`src/rtl/flag_alu_pkg.sv`:
```
package flag_alu_pkg;
  localparam int OP_W = 4;

  typedef enum logic [OP_W-1:0] {
    OP_ADD = 4'd0,
    OP_SUB = 4'd1,
    OP_INC = 4'd2,
    OP_DEC = 4'd3,
    OP_AND = 4'd4,
    OP_OR  = 4'd5,
    OP_XOR = 4'd6,
    OP_NOT = 4'd7,
    OP_SHL = 4'd8,
    OP_SHR = 4'd9,
    OP_ROL = 4'd10,
    OP_ROR = 4'd11
  } alu_op_e;

  localparam logic [OP_W-1:0] FIRST_UNASSIGNED = 4'd12;
endpackage

```
`src/rtl/flag_alu_arith.sv`:
```
module flag_alu_arith
  import flag_alu_pkg::*;
#(
  parameter int WIDTH = 8
) (
  input  alu_op_e          op,
  input  logic [WIDTH-1:0] a,
  input  logic [WIDTH-1:0] b,
  input  logic             cin,
  output logic [WIDTH-1:0] y,
  output logic             cout,
  output logic             ovf
);
  localparam int MSB = WIDTH - 1;

  logic [WIDTH:0] sum_ext;
  logic [WIDTH:0] diff_ext;
  logic [WIDTH:0] cin_ext;

  assign cin_ext  = {{WIDTH{1'b0}}, cin};
  assign sum_ext  = {1'b0, a} + {1'b0, b} + cin_ext;
  assign diff_ext = {1'b0, a} - {1'b0, b} - cin_ext;

  always_comb begin
    y    = '0;
    cout = 1'b0;
    ovf  = 1'b0;
    case (op)
      OP_ADD: begin
        y    = sum_ext[MSB:0];
        cout = sum_ext[WIDTH];
        ovf  = (a[MSB] == b[MSB]) && (sum_ext[MSB] != a[MSB]);
      end
      OP_SUB: begin
        y    = diff_ext[MSB:0];
        cout = diff_ext[WIDTH];
        ovf  = (a[MSB] != b[MSB]) && (diff_ext[MSB] != a[MSB]);
      end
      OP_INC:  y = a + {{(WIDTH-1){1'b0}}, 1'b1};
      OP_DEC:  y = a - {{(WIDTH-1){1'b0}}, 1'b1};
      default: y = '0;
    endcase
  end
endmodule

```
`src/rtl/flag_alu_logic.sv`:
```
module flag_alu_logic
  import flag_alu_pkg::*;
#(
  parameter int WIDTH = 8
) (
  input  alu_op_e          op,
  input  logic [WIDTH-1:0] a,
  input  logic [WIDTH-1:0] b,
  output logic [WIDTH-1:0] y
);
  always_comb begin
    case (op)
      OP_AND:  y = a & b;
      OP_OR:   y = a | b;
      OP_XOR:  y = a ^ b;
      OP_NOT:  y = ~a;
      default: y = '0;
    endcase
  end
endmodule

```
`src/rtl/flag_alu_shift.sv`:
```
module flag_alu_shift
  import flag_alu_pkg::*;
#(
  parameter int WIDTH = 8
) (
  input  alu_op_e          op,
  input  logic [WIDTH-1:0] a,
  input  logic             cin,
  output logic [WIDTH-1:0] y,
  output logic             cout
);
  localparam int MSB = WIDTH - 1;

  logic [WIDTH-1:0] up_fill0;
  logic [WIDTH-1:0] up_fillc;
  logic [WIDTH-1:0] dn_fillc;

  for (genvar i = 0; i < WIDTH; i++) begin : g_bits
    if (i == 0) begin : g_low
      assign up_fill0[i] = 1'b0;
      assign up_fillc[i] = cin;
    end else begin : g_up
      assign up_fill0[i] = a[i-1];
      assign up_fillc[i] = a[i-1];
    end
    if (i == MSB) begin : g_high
      assign dn_fillc[i] = cin;
    end else begin : g_dn
      assign dn_fillc[i] = a[i+1];
    end
  end

  always_comb begin
    y    = '0;
    cout = 1'b0;
    case (op)
      OP_SHL: y = up_fill0;
      OP_SHR, OP_ROR: begin
        y    = dn_fillc;
        cout = a[0];
      end
      OP_ROL: begin
        y    = up_fillc;
        cout = a[MSB];
      end
      default: y = '0;
    endcase
  end
endmodule

```
`src/rtl/flag_alu.sv`:
```
module flag_alu
  import flag_alu_pkg::*;
#(
  parameter int WIDTH = 8
) (
  input  logic             clk,
  input  logic             rst,
  input  logic [3:0]       op,
  input  logic [WIDTH-1:0] a,
  input  logic [WIDTH-1:0] b,
  input  logic             cin,
  output logic [WIDTH-1:0] y,
  output logic             zero,
  output logic             sign,
  output logic             cout,
  output logic             ovf
);
  localparam int MSB = WIDTH - 1;

  alu_op_e op_e;
  assign op_e = alu_op_e'(op);

  logic [WIDTH-1:0] ar_y, lg_y, sh_y;
  logic             ar_c, ar_v, sh_c;

  flag_alu_arith #(.WIDTH(WIDTH)) u_arith (
    .op(op_e), .a(a), .b(b), .cin(cin), .y(ar_y), .cout(ar_c), .ovf(ar_v)
  );

  flag_alu_logic #(.WIDTH(WIDTH)) u_logic (
    .op(op_e), .a(a), .b(b), .y(lg_y)
  );

  flag_alu_shift #(.WIDTH(WIDTH)) u_shift (
    .op(op_e), .a(a), .cin(cin), .y(sh_y), .cout(sh_c)
  );

  logic [WIDTH-1:0] res;
  logic             res_c, res_v, legal;

  always_comb begin
    res   = '0;
    res_c = 1'b0;
    res_v = 1'b0;
    legal = 1'b1;
    case (op_e)
      OP_ADD, OP_SUB, OP_INC, OP_DEC: begin
        res   = ar_y;
        res_c = ar_c;
        res_v = ar_v;
      end
      OP_AND, OP_OR, OP_XOR, OP_NOT: res = lg_y;
      OP_SHL, OP_SHR, OP_ROL, OP_ROR: begin
        res   = sh_y;
        res_c = sh_c;
      end
      default: legal = 1'b0;
    endcase
  end

  always_ff @(negedge clk) begin
    if (rst) begin
      y    <= '0;
      zero <= 1'b0;
      sign <= 1'b0;
      cout <= 1'b0;
      ovf  <= 1'b0;
    end else begin
      y    <= res;
      zero <= legal && (res == '0);
      sign <= legal && res[MSB];
      cout <= res_c;
      ovf  <= res_v;
    end
  end

  AST_RESET_CLEARS: assert property (@(negedge clk)
    rst |=> (y == '0) && !zero && !sign && !cout && !ovf);

  AST_UNASSIGNED_ZERO: assert property (@(negedge clk) disable iff (rst)
    (op >= FIRST_UNASSIGNED) |=> (y == '0) && !zero && !sign && !cout && !ovf);

  AST_ZERO_FLAG: assert property (@(negedge clk) disable iff (rst)
    (op < FIRST_UNASSIGNED) |=> (zero == (y == '0)));

  AST_SIGN_FLAG: assert property (@(negedge clk) disable iff (rst)
    (op < FIRST_UNASSIGNED) |=> (sign == y[MSB]));

  AST_NO_OVERFLOW: assert property (@(negedge clk) disable iff (rst)
    (op != 4'd0 && op != 4'd1) |=> !ovf);

  AST_NO_CARRY: assert property (@(negedge clk) disable iff (rst)
    (op >= 4'd2 && op <= 4'd8) |=> !cout);
endmodule

```
`config.mk`:
```
export PLATFORM = sky130hd
export DESIGN_NAME = flag_alu
export DESIGN_NICKNAME = d
export VERILOG_FILES = /design/src/rtl/flag_alu_pkg.sv /design/src/rtl/flag_alu_arith.sv /design/src/rtl/flag_alu_logic.sv /design/src/rtl/flag_alu_shift.sv /design/src/rtl/flag_alu.sv
export SDC_FILE = /design/constraint.sdc
export NUM_CORES = 1
export LEC_CHECK = 0
export ABC_AREA = 1
export BUFFER_PORTS_ARGS = -buffer_cell sky130_fd_sc_hd__buf_2
export CAP_MARGIN = 20
export CORE_MARGIN = 1
export CORE_UTILIZATION = 55
export CTS_CLUSTER_DIAMETER = 150
export DETAILED_ROUTE_END_ITERATION = 10
export PLACE_DENSITY = 0.78
export SLEW_MARGIN = 20
export SYNTH_ARGS = -nofsm -noshare
export SYNTH_HDL_FRONTEND = slang
export SYNTH_SLANG_ARGS = --single-unit
export TNS_END_PERCENT = 100
```
`constraint.sdc`:
```
create_clock -name clk -period 3.1 [get_ports clk]
set_input_delay 0.465 -clock clk [delete_from_list [all_inputs] [get_ports clk]]
set_output_delay 0.465 -clock clk [all_outputs]
set_load 0.02 [all_outputs]
```
==> results of run 1 <==
-- kinds of logic after synthesis --
group | Yosys count | synth area share
buf+inv | 68 | 0.119
xor+xnor | 3 | 0.0117
simple gates | 194 | 0.372
compound gates | 74 | 0.183
flops | 12 | 0.107
fa+ha+maj | 35 | 0.208
-- synthesized netlist by cell type (all sizes together), types with 4 or more instances --
library cell  count
nand3            38
nor2             40
fa                4
nand4             6
dfxtp            12
nand2           104
o21ai            28
o22ai            13
inv              64
ha               31
a21oi            26
-- through the flow --
step	hold slack, ps	area (um2)	setup slack (ps)	utilization	setup TNS, ps
after floorplan	2180	2390	-617	-	-5730
after global placement	2360	3360	-983	0.884	-10210
after detailed placement	2360	3360	-1040	0.884	-10890
after CTS	2050	3540	-594	0.933	-5620
-- layer usage --
layer  overflow  GRT usage
met5          0      0.333
met2        145       1.16
met3          0      0.617
met4         61       1.06
met1          4      0.787
-- repair_timing --
item / in CTS
gates resized for setup: 28
pin swaps: 16
setup endpoints to repair: 12
buffers inserted: 2
==> reports/results.tsv, run 1 <==
metric	value	unit
cts_max_level	1	
clock_sinks	12	
error	[ERROR GRT-0232] Routing congestion too high. Check the congestion heatmap in the GUI.	
status	stopped before the end	
stop_stage	global routing	
hpwl	7.09	mm
num_rows	22	
endpoint_type	register input	
cts_hold_buf	0	
grt_max_degree	12	
synthTopCellsByArea	ha_1 (17%), nand2_1 (16%), dfxtp_1 (11%), inv_1 (11%), nand3_1 (8.2%)	
gp_congestion	0.985	
syn-cell-area	2250	um2
synth.distinct_cells	30	
die_x	66.0	um
dp.cells	567	
grt-worst-endpoint	ovf$_SDFF_NP0_/D	
die_height	66.0	um
yosysTopAreaCell	ha_1	
track_usage	0.882	
yosysWarnings	0	
ys_dominant_reg_cell	dfxtp_1	
numPortBuffers	34	
synth_top_cell_area_share	0.172	
initial_core_util	0.593	
yosysSeqAreaShare	0.107	
syn_area_per_cell	5.83	um2
synth_edf_count	0	
io_pins	35	
async_flop_share	0	
cts_root_buffer	clkbuf_8	
gr-total-overflow	210	
synthCells	386	
clockBufferDepth	2	
cts_buffers	3	
ys_ff_latch	12	
synth_nets	444	
==> inputs of run 2 (changes only) <==
Settings changed: CORE_UTILIZATION 55 to 40, CTS_CLUSTER_DIAMETER 150 to unset, PLACE_DENSITY 0.78 to unset, PLACE_DENSITY_LB_ADDON set to 0.15.
==> run 2 against run 1 <==
The flow now finishes, with violations (negative setup slack). Area after synthesis is the same. Synthesized cell count is the same.
==> reports/results.tsv, run 2 <==
metric	value	unit	change
synth.distinct_cells	30		unchanged
hpwl	7.01	mm	was 7.09 mm
cp.arrival	2420	ps	
wl_per_cell	14.5	um	
initial_core_util	0.427		was 0.593
min_path_type	input port to flip-flop		
worst_pin_slew	324	ps	
syn-cell-area	2250	um2	unchanged
antenna_left	0		
drc	0		
layout_common_cells	buf_4 (110), nand2_1 (90), inv_1 (66)		
io_pins	35		unchanged
use_met3	0.0298		
required	1800	ps	
max_cap_violations	0		
dieArea	5930	um2	
synthTopCellsByCount	nand2_1 (98), inv_1 (63), nor2_1 (38)		unchanged
clk_pin_slew_worst_paths	40	ps	
setup_viol	12		
syn_area_per_cell	5.83	um2	unchanged
clock_sinks	12		unchanged
yosysWarnings	0		unchanged
num_rows	26		was 22
cts_buffers	3		unchanged
use_met1	0.373		
grt_busiest_layer	met2		
rsz0062_at_grt	yes		
power_frac_clock	0.212		
violations	negative setup slack		
finalMaxSlewViolations	0		
top_register	y		
synthCells	386		unchanged
layout_commonest_cell	buf_4		
cts_tree	built		
finalHoldViolCount	0		
p_leak	2.07	nW	
setup_ws	-623	ps	
area_delta_synth_final	67.8	%	
ys_dominant_reg_cell	dfxtp_1		unchanged
antenna_found_initial	0		
p_switching	0.000433	W	
cts_hold_buf	0		unchanged
grt_pass1_vias	3006		
cts_root_buffer	clkbuf_8		unchanged
die_height	77.0	um	was 66.0 um
clockBufferDepth	2		unchanged
synth_edf_count	0		unchanged
gp_congestion	0.927		was 0.985
wl	8.91	mm	
dr.pass1.iters	5		
fin_area	3780	um2	
swShare	0.436		
track_usage	0.301		
synth_nets	444		unchanged
hold_path_end	y[4]$_SDFF_NP0_		
yosysTopAreaCell	ha_1		unchanged
drive_gt1_frac	0.414		
yosysMostFrequentCell	nand2_1		unchanged
cp-end-kind	flip-flop		
yosysSeqAreaShare	0.107		unchanged
largest_reg_flops	8		
place_area	3420	um2	was 3360 um2
die_x	77.0	um	was 66.0 um
vias	3250		
worst_setup_path_start_kind	input port		
grt_max_degree	10		
path_max_fanout	3		
p_int	0.000560	W	
finalPower	0.000993	W	
p_comb_frac	0.618		
whs_path_depth	3		
drt-initial-drc-count	161		
synthTopCellsByArea	ha_1 (17%), nand2_1 (16%), dfxtp_1 (11%), inv_1 (11%), nand3_1 (8.2%)		unchanged
status	finished with violations		was stopped before the end
grt_util_met2	0.528		
ir_drop	342	uV	
gr-total-overflow	0		
critPathKind	input port to flip-flop		
power_density	263	nW/um2	
numPortBuffers	34		unchanged
max-slew-margin-rel	0.783		
seqPwrFrac	0.170		
async_flop_share	0		unchanged
nets	603		
ys_ff_latch	12		unchanged
synth_top_cell_area_share	0.172		unchanged
core-area	5270	um2	
viasPerCell	5.29		
cts_max_level	1		unchanged
worstHoldStart	rst		
diodes	0		
grt_pass1_wl	14.1	mm	
[run 2: cell counts after synthesis]
Identical to the previous run, type by type.
[run 2: critical path: stages]
cell and delay, ps:
buf_8 110, fa_2 620, inv_2 60, ha_4 150, o21ai_2 110, nand2_2 100, nand4_1 100, nand3_2 130
nor2_4 150, nor2_4 50, nand2_2 60, nand2_2 50, nor2_1 110, nand2_1 60, nor2_1 100
[run 2: final cells by class]
type | count | area, um2
Timing Repair Buffer | 146 | 1060
Fill cell | 443 | 1490
Sequential cell | 12 | 240
Clock inverter | 13 | 50.0
Multi-Input combinational cell | 306 | 2040
Tap cell | 70 | 87.6
Clock buffer | 3 | 41.3
Inverter | 64 | 268
[run 2: how the worst max path moves through the flow]
| stage | start | end | cells past startpoint |
|---|---|---|---|
| final | cin | zero$_SDFF_NP0_ | 15 |
| after detailed placement | b[0] | sign$_SDFF_NP0_ | 14 |
| after CTS | b[0] | zero$_SDFF_NP0_ | 13 |
| after global routing | a[0] | zero$_SDFF_NP0_ | 13 |
| after global placement | b[0] | y[7]$_SDFF_NP0_ | 14 |
| after floorplan | b[0] | zero$_SDFF_NP0_ | 13 |
[run 2: metrics by stage]
| step | util | setup TNS (ps) | hold WS (ps) | worst slack, ps | std cells |
|---|---|---|---|---|---|
| 2_1_floorplan | - | -5730 | 2180 | -617 | 386 |
| 3_3_place_gp | 0.650 | -10420 | 2370 | -1010 | 594 |
| 3_5_place_dp | 0.650 | -10810 | 2360 | -1050 | 594 |
| 4_1_cts | 0.696 | -5320 | 2050 | -630 | 613 |
| 5_1_grt | 0.717 | -6480 | 2090 | -734 | 614 |
| 6_report | 0.717 | -5600 | 2090 | -623 | 614 |
[run 2: layer usage]
metal	routed length, um	vias up
met3	704	30
met5	0	-
met2	4310	168
li1	-	1578
met4	278	0
met1	3620	1474
[run 2: kinds of logic after synthesis]
kind of cell / count (synthesis) / synth area share
AOI/OAI and AO/OA: 74 / 0.183
xor gates and xnor gates: 3 / 0.0117
adders and majority gates: 35 / 0.208
buffers and inverters: 68 / 0.119
DFF: 12 / 0.107
and+or+nand+nor: 194 / 0.372
[run 2: what timing repair did]
item                       CTS  global route
buffers inserted             5             1
setup endpoints to repair   12            12
gates resized for setup     38            26
pin swaps                   40            21
[run 2: power groups by stage]
stage | Clock [W] | Combinational [W] | Sequential [W]
after global routing | 0.000235 | 0.000668 | 0.000170
after CTS | 0.000217 | 0.000567 | 0.000169
final | 0.000210 | 0.000614 | 0.000169
after global placement | 0.0000258 | 0.000520 | 0.000170
after detailed placement | 0.0000258 | 0.000529 | 0.000171
after floorplan | 0.0000258 | 0.000269 | 0.000186
(Power assumes the default switching activity.)
